==> src/rtl/stkf_pkg.sv <==
package stkf_pkg;
  localparam int OFF_W  = 6;
  localparam int WORD_W = 16;
  localparam logic [3:0] TYPE_BUSY_WIDE   = 4'hB;
  localparam logic [3:0] TYPE_BUSY_NARROW = 4'h3;

  typedef enum logic [2:0] {
    S_IDLE, S_ISS_PTR, S_WAIT_PTR, S_ISS_SEL, S_WAIT_SEL
  } seq_e;

  // byte offset of the pointer slot for a level
  function automatic logic [OFF_W-1:0] slot_offset(input logic [1:0] lvl, input logic wide);
    return wide ? ((OFF_W'(lvl) << 3) + OFF_W'(4)) : ((OFF_W'(lvl) << 2) + OFF_W'(2));
  endfunction

  // last byte the slot touches
  function automatic logic [OFF_W-1:0] slot_last(input logic [OFF_W-1:0] off, input logic wide);
    return off + (wide ? OFF_W'(7) : OFF_W'(3));
  endfunction

  // distance from pointer to selector inside the slot
  function automatic logic [OFF_W-1:0] sel_gap(input logic wide);
    return wide ? OFF_W'(4) : OFF_W'(2);
  endfunction
endpackage

==> src/rtl/stkf_layout.sv <==
module stkf_layout
  import stkf_pkg::*;
#(
  parameter int ADDR_W = 32,
  parameter int LIM_W  = 32,
  parameter int SEL_W  = 16
) (
  input  logic [1:0]        level,
  input  logic [3:0]        dtype,
  input  logic [ADDR_W-1:0] base,
  input  logic [LIM_W-1:0]  limit,
  input  logic [SEL_W-1:0]  tr_sel,
  output logic              wide,
  output logic              type_ok,
  output logic              lvl_ok,
  output logic              lim_fail,
  output logic [ADDR_W-1:0] ptr_addr,
  output logic [ADDR_W-1:0] sel_addr,
  output logic [SEL_W-1:0]  err_code
);
  logic             narrow;
  logic [OFF_W-1:0] off;
  logic [OFF_W-1:0] last;

  assign wide     = (dtype == TYPE_BUSY_WIDE);
  assign narrow   = (dtype == TYPE_BUSY_NARROW);
  assign type_ok  = wide | narrow;
  assign lvl_ok   = (level != 2'd3);
  assign off      = slot_offset(level, wide);
  assign last     = slot_last(off, wide);
  assign lim_fail = {{(LIM_W-OFF_W){1'b0}}, last} > limit;
  assign ptr_addr = base + {{(ADDR_W-OFF_W){1'b0}}, off};
  assign sel_addr = ptr_addr + {{(ADDR_W-OFF_W){1'b0}}, sel_gap(wide)};
  assign err_code = tr_sel & {{(SEL_W-2){1'b1}}, 2'b00};
endmodule

==> src/rtl/stkf_seq.sv <==
module stkf_seq
  import stkf_pkg::*;
#(
  parameter int ADDR_W = 32,
  parameter int SEL_W  = 16,
  parameter int DATA_W = 32
) (
  input  logic              clk,
  input  logic              rst_n,
  input  logic              req_valid,
  input  logic              wide,
  input  logic              type_ok,
  input  logic              lvl_ok,
  input  logic              lim_fail,
  input  logic [ADDR_W-1:0] ptr_addr,
  input  logic [ADDR_W-1:0] sel_addr,
  input  logic [SEL_W-1:0]  err_code,
  input  logic              rd_valid,
  input  logic [DATA_W-1:0] rd_data,
  output logic              rd_req,
  output logic [ADDR_W-1:0] rd_addr,
  output logic              rd_dword,
  output logic              done,
  output logic              fault_ts,
  output logic              bad_state,
  output logic [SEL_W-1:0]  fault_code,
  output logic [DATA_W-1:0] new_sp,
  output logic [SEL_W-1:0]  new_ss,
  output logic              accept_fault,
  output logic              rd_second,
  output logic              busy
);
  seq_e              state;
  logic              wide_q;
  logic [ADDR_W-1:0] ptr_q;
  logic [ADDR_W-1:0] sel_q;
  logic [DATA_W-1:0] sp_q;
  logic              accept;

  assign accept       = (state == S_IDLE) && req_valid;
  assign accept_fault = accept && type_ok && lvl_ok && lim_fail;
  assign rd_second    = (state == S_ISS_SEL);
  assign busy         = (state != S_IDLE);
  assign rd_req       = (state == S_ISS_PTR) || (state == S_ISS_SEL);
  assign rd_addr      = rd_second ? sel_q : ptr_q;
  assign rd_dword     = (state == S_ISS_PTR) && wide_q;

  always_ff @(posedge clk) begin
    if (!rst_n) begin
      state      <= S_IDLE;
      wide_q     <= 1'b0;
      ptr_q      <= '0;
      sel_q      <= '0;
      sp_q       <= '0;
      done       <= 1'b0;
      fault_ts   <= 1'b0;
      bad_state  <= 1'b0;
      fault_code <= '0;
      new_sp     <= '0;
      new_ss     <= '0;
    end else begin
      done <= 1'b0;
      case (state)
        S_IDLE: if (req_valid) begin
          fault_code <= err_code;
          fault_ts   <= 1'b0;
          bad_state  <= 1'b0;
          wide_q     <= wide;
          ptr_q      <= ptr_addr;
          sel_q      <= sel_addr;
          if (!(type_ok && lvl_ok)) begin
            bad_state <= 1'b1;
            done      <= 1'b1;
          end else if (lim_fail) begin
            fault_ts <= 1'b1;
            done     <= 1'b1;
          end else begin
            state <= S_ISS_PTR;
          end
        end
        S_ISS_PTR: state <= S_WAIT_PTR;
        S_WAIT_PTR: if (rd_valid) begin
          sp_q  <= wide_q ? rd_data : {{(DATA_W-WORD_W){1'b0}}, rd_data[WORD_W-1:0]};
          state <= S_ISS_SEL;
        end
        S_ISS_SEL: state <= S_WAIT_SEL;
        S_WAIT_SEL: if (rd_valid) begin
          new_sp <= sp_q;
          new_ss <= rd_data[SEL_W-1:0];
          done   <= 1'b1;
          state  <= S_IDLE;
        end
        default: state <= S_IDLE;
      endcase
    end
  end
endmodule

==> src/rtl/stk_ptr_fetch.sv <==
module stk_ptr_fetch #(
  parameter int ADDR_W = 32,
  parameter int LIM_W  = 32,
  parameter int SEL_W  = 16,
  parameter int DATA_W = 32
) (
  input  logic              clk,
  input  logic              rst_n,
  input  logic              req_valid,
  input  logic [1:0]        req_level,
  input  logic [SEL_W-1:0]  tr_sel,
  input  logic [3:0]        desc_type,
  input  logic [ADDR_W-1:0] desc_base,
  input  logic [LIM_W-1:0]  desc_limit,
  output logic              rd_req,
  output logic [ADDR_W-1:0] rd_addr,
  output logic              rd_dword,
  input  logic              rd_valid,
  input  logic [DATA_W-1:0] rd_data,
  output logic              done,
  output logic              fault_ts,
  output logic              bad_state,
  output logic [SEL_W-1:0]  fault_code,
  output logic [DATA_W-1:0] new_sp,
  output logic [SEL_W-1:0]  new_ss
);
  logic              wide, type_ok, lvl_ok, lim_fail;
  logic [ADDR_W-1:0] ptr_addr, sel_addr;
  logic [SEL_W-1:0]  err_code;
  logic              accept_fault, rd_second, busy;

  stkf_layout #(.ADDR_W(ADDR_W), .LIM_W(LIM_W), .SEL_W(SEL_W)) u_layout (
    .level(req_level), .dtype(desc_type), .base(desc_base), .limit(desc_limit),
    .tr_sel(tr_sel), .wide(wide), .type_ok(type_ok), .lvl_ok(lvl_ok),
    .lim_fail(lim_fail), .ptr_addr(ptr_addr), .sel_addr(sel_addr), .err_code(err_code)
  );

  stkf_seq #(.ADDR_W(ADDR_W), .SEL_W(SEL_W), .DATA_W(DATA_W)) u_seq (
    .clk(clk), .rst_n(rst_n), .req_valid(req_valid), .wide(wide), .type_ok(type_ok),
    .lvl_ok(lvl_ok), .lim_fail(lim_fail), .ptr_addr(ptr_addr), .sel_addr(sel_addr),
    .err_code(err_code), .rd_valid(rd_valid), .rd_data(rd_data), .rd_req(rd_req),
    .rd_addr(rd_addr), .rd_dword(rd_dword), .done(done), .fault_ts(fault_ts),
    .bad_state(bad_state), .fault_code(fault_code), .new_sp(new_sp), .new_ss(new_ss),
    .accept_fault(accept_fault), .rd_second(rd_second), .busy(busy)
  );
endmodule

==> config.mk <==
export PLATFORM = sky130hd
export DESIGN_NAME = stk_ptr_fetch
export DESIGN_NICKNAME = d
export VERILOG_FILES = /design/src/rtl/stkf_pkg.sv /design/src/rtl/stkf_layout.sv /design/src/rtl/stkf_seq.sv /design/src/rtl/stk_ptr_fetch.sv
export SDC_FILE = /design/constraint.sdc
export NUM_CORES = 1
export LEC_CHECK = 0
export BUFFER_PORTS_ARGS = -buffer_cell sky130_fd_sc_hd__clkbuf_2
export CAP_MARGIN = 20
export CORE_MARGIN = 2
export CORE_UTILIZATION = 53
export DETAILED_ROUTE_END_ITERATION = 8
export PLACE_DENSITY_LB_ADDON = 0.08
export SYNTH_ARGS = -nofsm -noshare
export SYNTH_HDL_FRONTEND = slang
export SYNTH_SLANG_ARGS = --single-unit
==> constraint.sdc <==
create_clock -name clk -period 5.7 [get_ports clk]
set_clock_uncertainty 0.15 [all_clocks]
set_input_delay 1.14 -clock clk [delete_from_list [all_inputs] [get_ports clk]]
set_output_delay 1.14 -clock clk [all_outputs]
set_load 0.05 [all_outputs]
* After elaboration in Yosys (flattened, before gate mapping)
Index checks and enable logic that the tools add are counted.
** Storage, ports and cells
- Latch bits :: 0
- Memory bits (writable) :: 0
- Flip-flop bits (word level) :: 165
- Bits in read-only memories :: 0
- Output and inout port bits :: 101
- Input bits :: 122
- Logic and storage cells :: 56
- Memories :: 0
** Cells by class
- Multiplexer cells :: 18
- Shift-type cells :: 0
- Bitwise operators :: 1
- Order comparisons :: 1
- Multipliers :: 0
- Divide/modulo/power cells :: 0
- Equal/unequal tests :: 12
- Reduce and logical (&&, ||, !) cells :: 8
- Add/sub/neg operators :: 5
** Operator list (count)
- adder 32 x 6 -> 32 bit :: 2
- two-way mux 32 bit :: 2
- greater-than comparator 6 x 32 -> 1 bit :: 1
- two-way mux 3 bit :: 7
- case mux 3 bit (5 select lines) :: 1
- inequality test 2 bit (second input constant) :: 6
- adder 5 x 3 -> 6 bit (second input constant) :: 1
- adder 6 bit :: 1
- == test 3 x 2 -> 1 bit (second input constant) :: 2
- two-way mux 1 bit :: 6
- two-way mux 6 bit :: 1
- AND reduction 2 bit :: 3
- adder 4 x 2 -> 5 bit (second input constant) :: 1
- AND reduction 5 bit :: 1
- == test 4 x 2 -> 1 bit (second input constant) :: 1
- == test 4 bit (second input constant) :: 1
- == test 3 x 1 -> 1 bit (second input constant) :: 1
- == test 3 bit (second input constant) :: 1
- logical NOT 3 bit :: 1
- logical AND 1 bit :: 2
- case mux 1 bit (2 select lines) :: 1
- logical OR 1 bit :: 1
- OR 1 bit :: 1

* Depth between registers and ports, before layout
- Depth in word-level cells :: 8
- Depth in mapped cells :: 18
- Mapped depth without buffers :: 15

* Hierarchy
From an unflattened synthesis, not the netlist that was laid out.
** Unflattened totals
- Cell total of the unflattened synthesis :: 1081
- Area total of the unflattened synthesis :: 8724.6 um2
** Modules (own cells, without submodules)
- stkf_seq :: sequential area each 3343.2 um2, instances 1, cells each 781, area an instance 6592.6 um2
- stkf_layout :: sequential area each 0.0 um2, instances 1, cells each 300, area an instance 2132.0 um2

* Least setup slack after synthesis
No wires, ideal clock.
- Path kind :: input -> register
- Start :: input port desc_type[1]
- End :: register u_seq.sel_q[30]
- Setup time :: 0.095 ns
- Data arrival time :: 4.640 ns
- Path buffers :: 2
- Stages :: 15
- Required time :: 5.455 ns
- Path slack :: 0.815 ns
- Cell sequence :: nand2_1 nor3b_1 clkbuf_1 nor2_1 inv_1 ha_1 a211oi_1 o21ba_2 clkbuf_1 nor4_4 xnor2_1 or2_1 or4_4 or3_1 o311ai_1
** On the way
- Word-level cells in the longest chain between the ends :: 4
- Elaborated cells on any way between the ends :: 5
- Classes of those cells :: 2 x add/sub; 1 x eq/ne; 2 x mux
** RTL lines
- start, declared :: line stk_ptr_fetch.sv:12 : input logic [3:0] desc_type,
- == test 4 bit * :: line stkf_layout.sv:25 : assign wide = (dtype == TYPE_BUSY_WIDE);
- net u_layout.wide :: line stkf_layout.sv:13 : output logic wide,
- two-way mux 6 bit :: line stkf_pkg.sv:13 : return wide ? ((OFF_W'(lvl) << 3) + OFF_W'(4)) : ((OFF_W'(lvl) << 2) + OFF_W'(2));
- adder 32 x 6 -> 32 bit :: line stkf_layout.sv:32 : assign ptr_addr = base + {{(ADDR_W-OFF_W){1'b0}}, off};
- adder 32 x 6 -> 32 bit * :: line stkf_layout.sv:33 : assign sel_addr = ptr_addr + {{(ADDR_W-OFF_W){1'b0}}, sel_gap(wide)};
- end signal, assigned :: line stkf_seq.sv:70 : sel_q <= sel_addr;
- end, declared :: line stkf_seq.sv:36 : logic [ADDR_W-1:0] sel_q;
The timed path passes the listed nets; every way through them passes the cells marked *.
A chain may end at the register's enable or synchronous reset.

* Final worst setup path
- Start :: input port desc_type[1]
- End :: register u_seq.sel_q[24]
** On the way
- Word-level cells in the longest chain between the ends :: 4
- Elaborated cells on any way between the ends :: 5
- Classes of those cells :: 2 x add/sub; 1 x eq/ne; 2 x mux
** RTL lines (line)
- == test 4 bit * :: stkf_layout.sv:25
- two-way mux 6 bit :: stkf_pkg.sv:13
- adder 32 x 6 -> 32 bit :: stkf_layout.sv:32
- adder 32 x 6 -> 32 bit * :: stkf_layout.sv:33
Mark *: on every way between the ends. The rest lies on a longest branch, timed or not.

==> impl_metrics.ini <==
[route]
wl_um = 19800
dr.first_iter.drc_count = 544
via_per_inst = 5.47
drcViolationCount = 0
firstDrtPassIters = 5
postRouteAntennaNets = 0
wl_per_cell_um = 14.3
vias = 7558

[clock_tree]
clk_pin_slew_ns = 0.06
clock_sinks = 164
cts_buffer_depth = 2
holdBufCountCts = 0
ctsResizeCount = 0
cts_buffers = 17
cts-htree-levels = 4
cts_tree = built
clock_latency_ns = 0.43
cts_setup_buffers = 0
root_buffer = clkbuf_16

[die]
die_area_um2 = 15900
die_y_um = 126
fp-row-count = 44
num_io_pins = 223
start_util_pct = 54.3
core-area_um2 = 14500
die_w_um = 126

[run]
max_cap_viol_count = 0

[synth]
synth_top_family_by_area = simple AND/OR/NAND/NOR gates
ys_seq_area_share_pct = 41.6
synthCells = 1005
synth_top_cell_area_share_pct = 41.6
synthAdderAreaFrac_pct = 2.25
synth_compound_area_share_pct = 15.8
ys_warn_count = 0
muxShareOfSynthArea_pct = 4.57
yosys.cell_types.count = 61
ys.flop_type = dfxtp_1
synth_xor_area_share_pct = 4.55
synth_edf_count = 0
ys_seq_elements = 164
synth.area.top_cells = dfxtp_1 42%, nand2_1 10%, a21oi_1 7.6%
async_reset_ff_share_pct = 0
syn_area_per_cell_um2 = 7.85
synthSimpleGateAreaFrac_pct = 26.6
syn_area_um2 = 7890
synth_top_cell_by_area = dfxtp_1

[power_and_ir_drop]
vdd_drop_max_mv = 0.231
swShare_pct = 28.5
power_frac_clock_pct = 38.9
p_int_w = 0.00193
power_frac_seq_pct = 44.9
power.total_w = 0.00270
switching_power_w = 0.000771
p_leak_nw = 3.87
pwr_density_cell_nw_per_um2 = 281
share_comb_of_total_power_pct = 16.1

[global_route]
grt_pass1_wl_um = 31600
grt_max_degree = 93
grt_overflow = 0
grt_antenna_before_repair = 0
grt_pass1_vias = 6584
track_usage_pct = 24.0

[sta]
slew_violations = 0
slew_headroom_pct = 31.9
fin_setup_tns_ns = 0
rsz0062_at_grt = no
setup_violations = 0
final.min_clock_period_ns = 4.85
timing.final.crit_share_pct = 85.1
hold_violations = 0
max_freq_ghz = 0.206
worst_slew_pin_slew_ns = 1.01

[status]
status = complete, no violations

[min_path]
hold_path.class = reg -> reg

[layout]
final_common_cell = nand2_1
stdcell_count = 1381
diodes = 0
drive_gt1_share_pct = 26.1
area_growth_syn_to_layout_pct = 21.9
layout.nets = 1319
num-fill-cells = 1364
final_cell_mix = 220 x nand2_1, 218 x clkbuf_2, 164 x dfxtp_1

[placed_design]
place.port_buffers = 218
dp.cells = 1348
gp_congestion = 0.903
dp_hpwl_um = 13800

[critical_path]
required_ns = 5.86
rrSetupSlack_ns = 3.05
r2r_cells = 6
cp-end-kind = flop
worstSetupStartpoint = desc_type[1]
worstPathArrival_ns = 5.01
cp-start-kind = primary input
critical_path_class = in -> reg
cp_max_fo = 11
reg2reg_from = u_seq.state[1]$_SDFFE_PN0P_
timing.rr.end = u_seq.sel_q[24]$_SDFFE_PN0P_
cp-endpoint = u_seq.sel_q[24]$_SDFFE_PN0P_
[per-stage QoR]
stage | hold WS, ns | util, % | instance area [um2] | worst slack [ns]
detailed placement | 0.291 | 62.2 | 9040 | 0.449
CTS | 0.300 | 66.0 | 9590 | 0.903
floorplan | 0.279 | - | 7890 | 0.815
finish | 0.296 | 66.2 | 9610 | 0.851
global placement | 0.286 | 62.2 | 9040 | 0.493
global route | 0.309 | 66.2 | 9610 | 0.488
[synthesized netlist by cell type, drive strengths merged, types with 6 or more instances]
library cell	count
a211oi	32
a21oi	120
and3	9
buf	13
clkbuf	61
dfxtp	164
ha	11
inv	14
mux2	32
nand2	220
nand3	66
nand4	18
nor2	70
nor2b	6
nor3	16
nor4	20
o21ai	21
or3	10
xnor2	25
xor2	16
[how the worst min path moves through the flow]
stage / start / to / slack [ns] / cells after the start
after floorplan: u_seq.sel_q[13]$_SDFFE_PN0P_ / u_seq.sel_q[13]$_SDFFE_PN0P_ / 0.28 / 2
after global placement: u_seq.sel_q[10]$_SDFFE_PN0P_ / u_seq.sel_q[10]$_SDFFE_PN0P_ / 0.29 / 2
after detailed placement: u_seq.sp_q[24]$_SDFFE_PN0P_ / u_seq.new_sp[24]$_SDFFE_PN0P_ / 0.29 / 2
after CTS: u_seq.sp_q[27]$_SDFFE_PN0P_ / u_seq.new_sp[27]$_SDFFE_PN0P_ / 0.30 / 2
after global routing: u_seq.sp_q[27]$_SDFFE_PN0P_ / u_seq.new_sp[27]$_SDFFE_PN0P_ / 0.31 / 2
final: u_seq.sp_q[27]$_SDFFE_PN0P_ / u_seq.new_sp[27]$_SDFFE_PN0P_ / 0.30 / 2
[critical path, stage by stage]
cell and delay [ns]:
clkbuf_2 0.08, nand2_1 0.08, nor3b_2 0.21, mux2_2 0.36, ha_1 0.38, o21ai_0 0.19, o21ba_2 0.33, o311ai_2 0.43
o31ai_1 0.33, nor4_1 0.47, nand4_1 0.41, buf_4 0.28, o311ai_0 0.33
[registers in the layout, indices dropped and copies added (netlist names)]
name	flops
u_seq.ptr_q	31
u_seq.sel_q	32
u_seq.new_sp	32
u_seq.done	1
u_seq.new_ss	16
u_seq.fault_code	14
u_seq.fault_ts	1
u_seq.wide_q	1
u_seq.state	3
u_seq.bad_state	1
u_seq.sp_q	32
[logic make-up after synthesis]
family | after synthesis
mux | 32
xor+xnor | 41
buf+inv | 88
simple gates | 457
flops | 164
compound gates | 209
other cells | 1
fa+ha+maj | 13
[final cells by class]
cell class              instances  area [um2]  share of cell area [%]
repair buffers                233        1220                    12.7
clock inverters                13         113                    1.17
inverters                      14        55.1                   0.573
clock buffers                  19         433                    4.50
multi-input cells             754        4280                    44.5
well taps                     184         230                    2.39
flip-flops and latches        164        3280                    34.1
[metal layers]
| layer | GRT usage (%) | up-vias | routed length [um] |
|---|---|---|---|
| met5 | 0 | - | 0 |
| met4 | 7.56 | 0 | 195 |
| met3 | 3.44 | 21 | 1100 |
| met2 | 38.5 | 214 | 9200 |
| met1 | 33.6 | 3463 | 9260 |
| li1 | - | 3860 | - |
[power groups by stage]
stage	clock network [W]	registers, W	logic [W]
after global routing	0.00113	0.00122	0.000473
after global placement	0	0.00124	0.000431
final	0.00105	0.00122	0.000436
after detailed placement	0	0.00124	0.000435
after CTS	0.00107	0.00122	0.000437
after floorplan	0	0.00126	0.000280
Note: power is estimated with default switching activity, not from simulation.
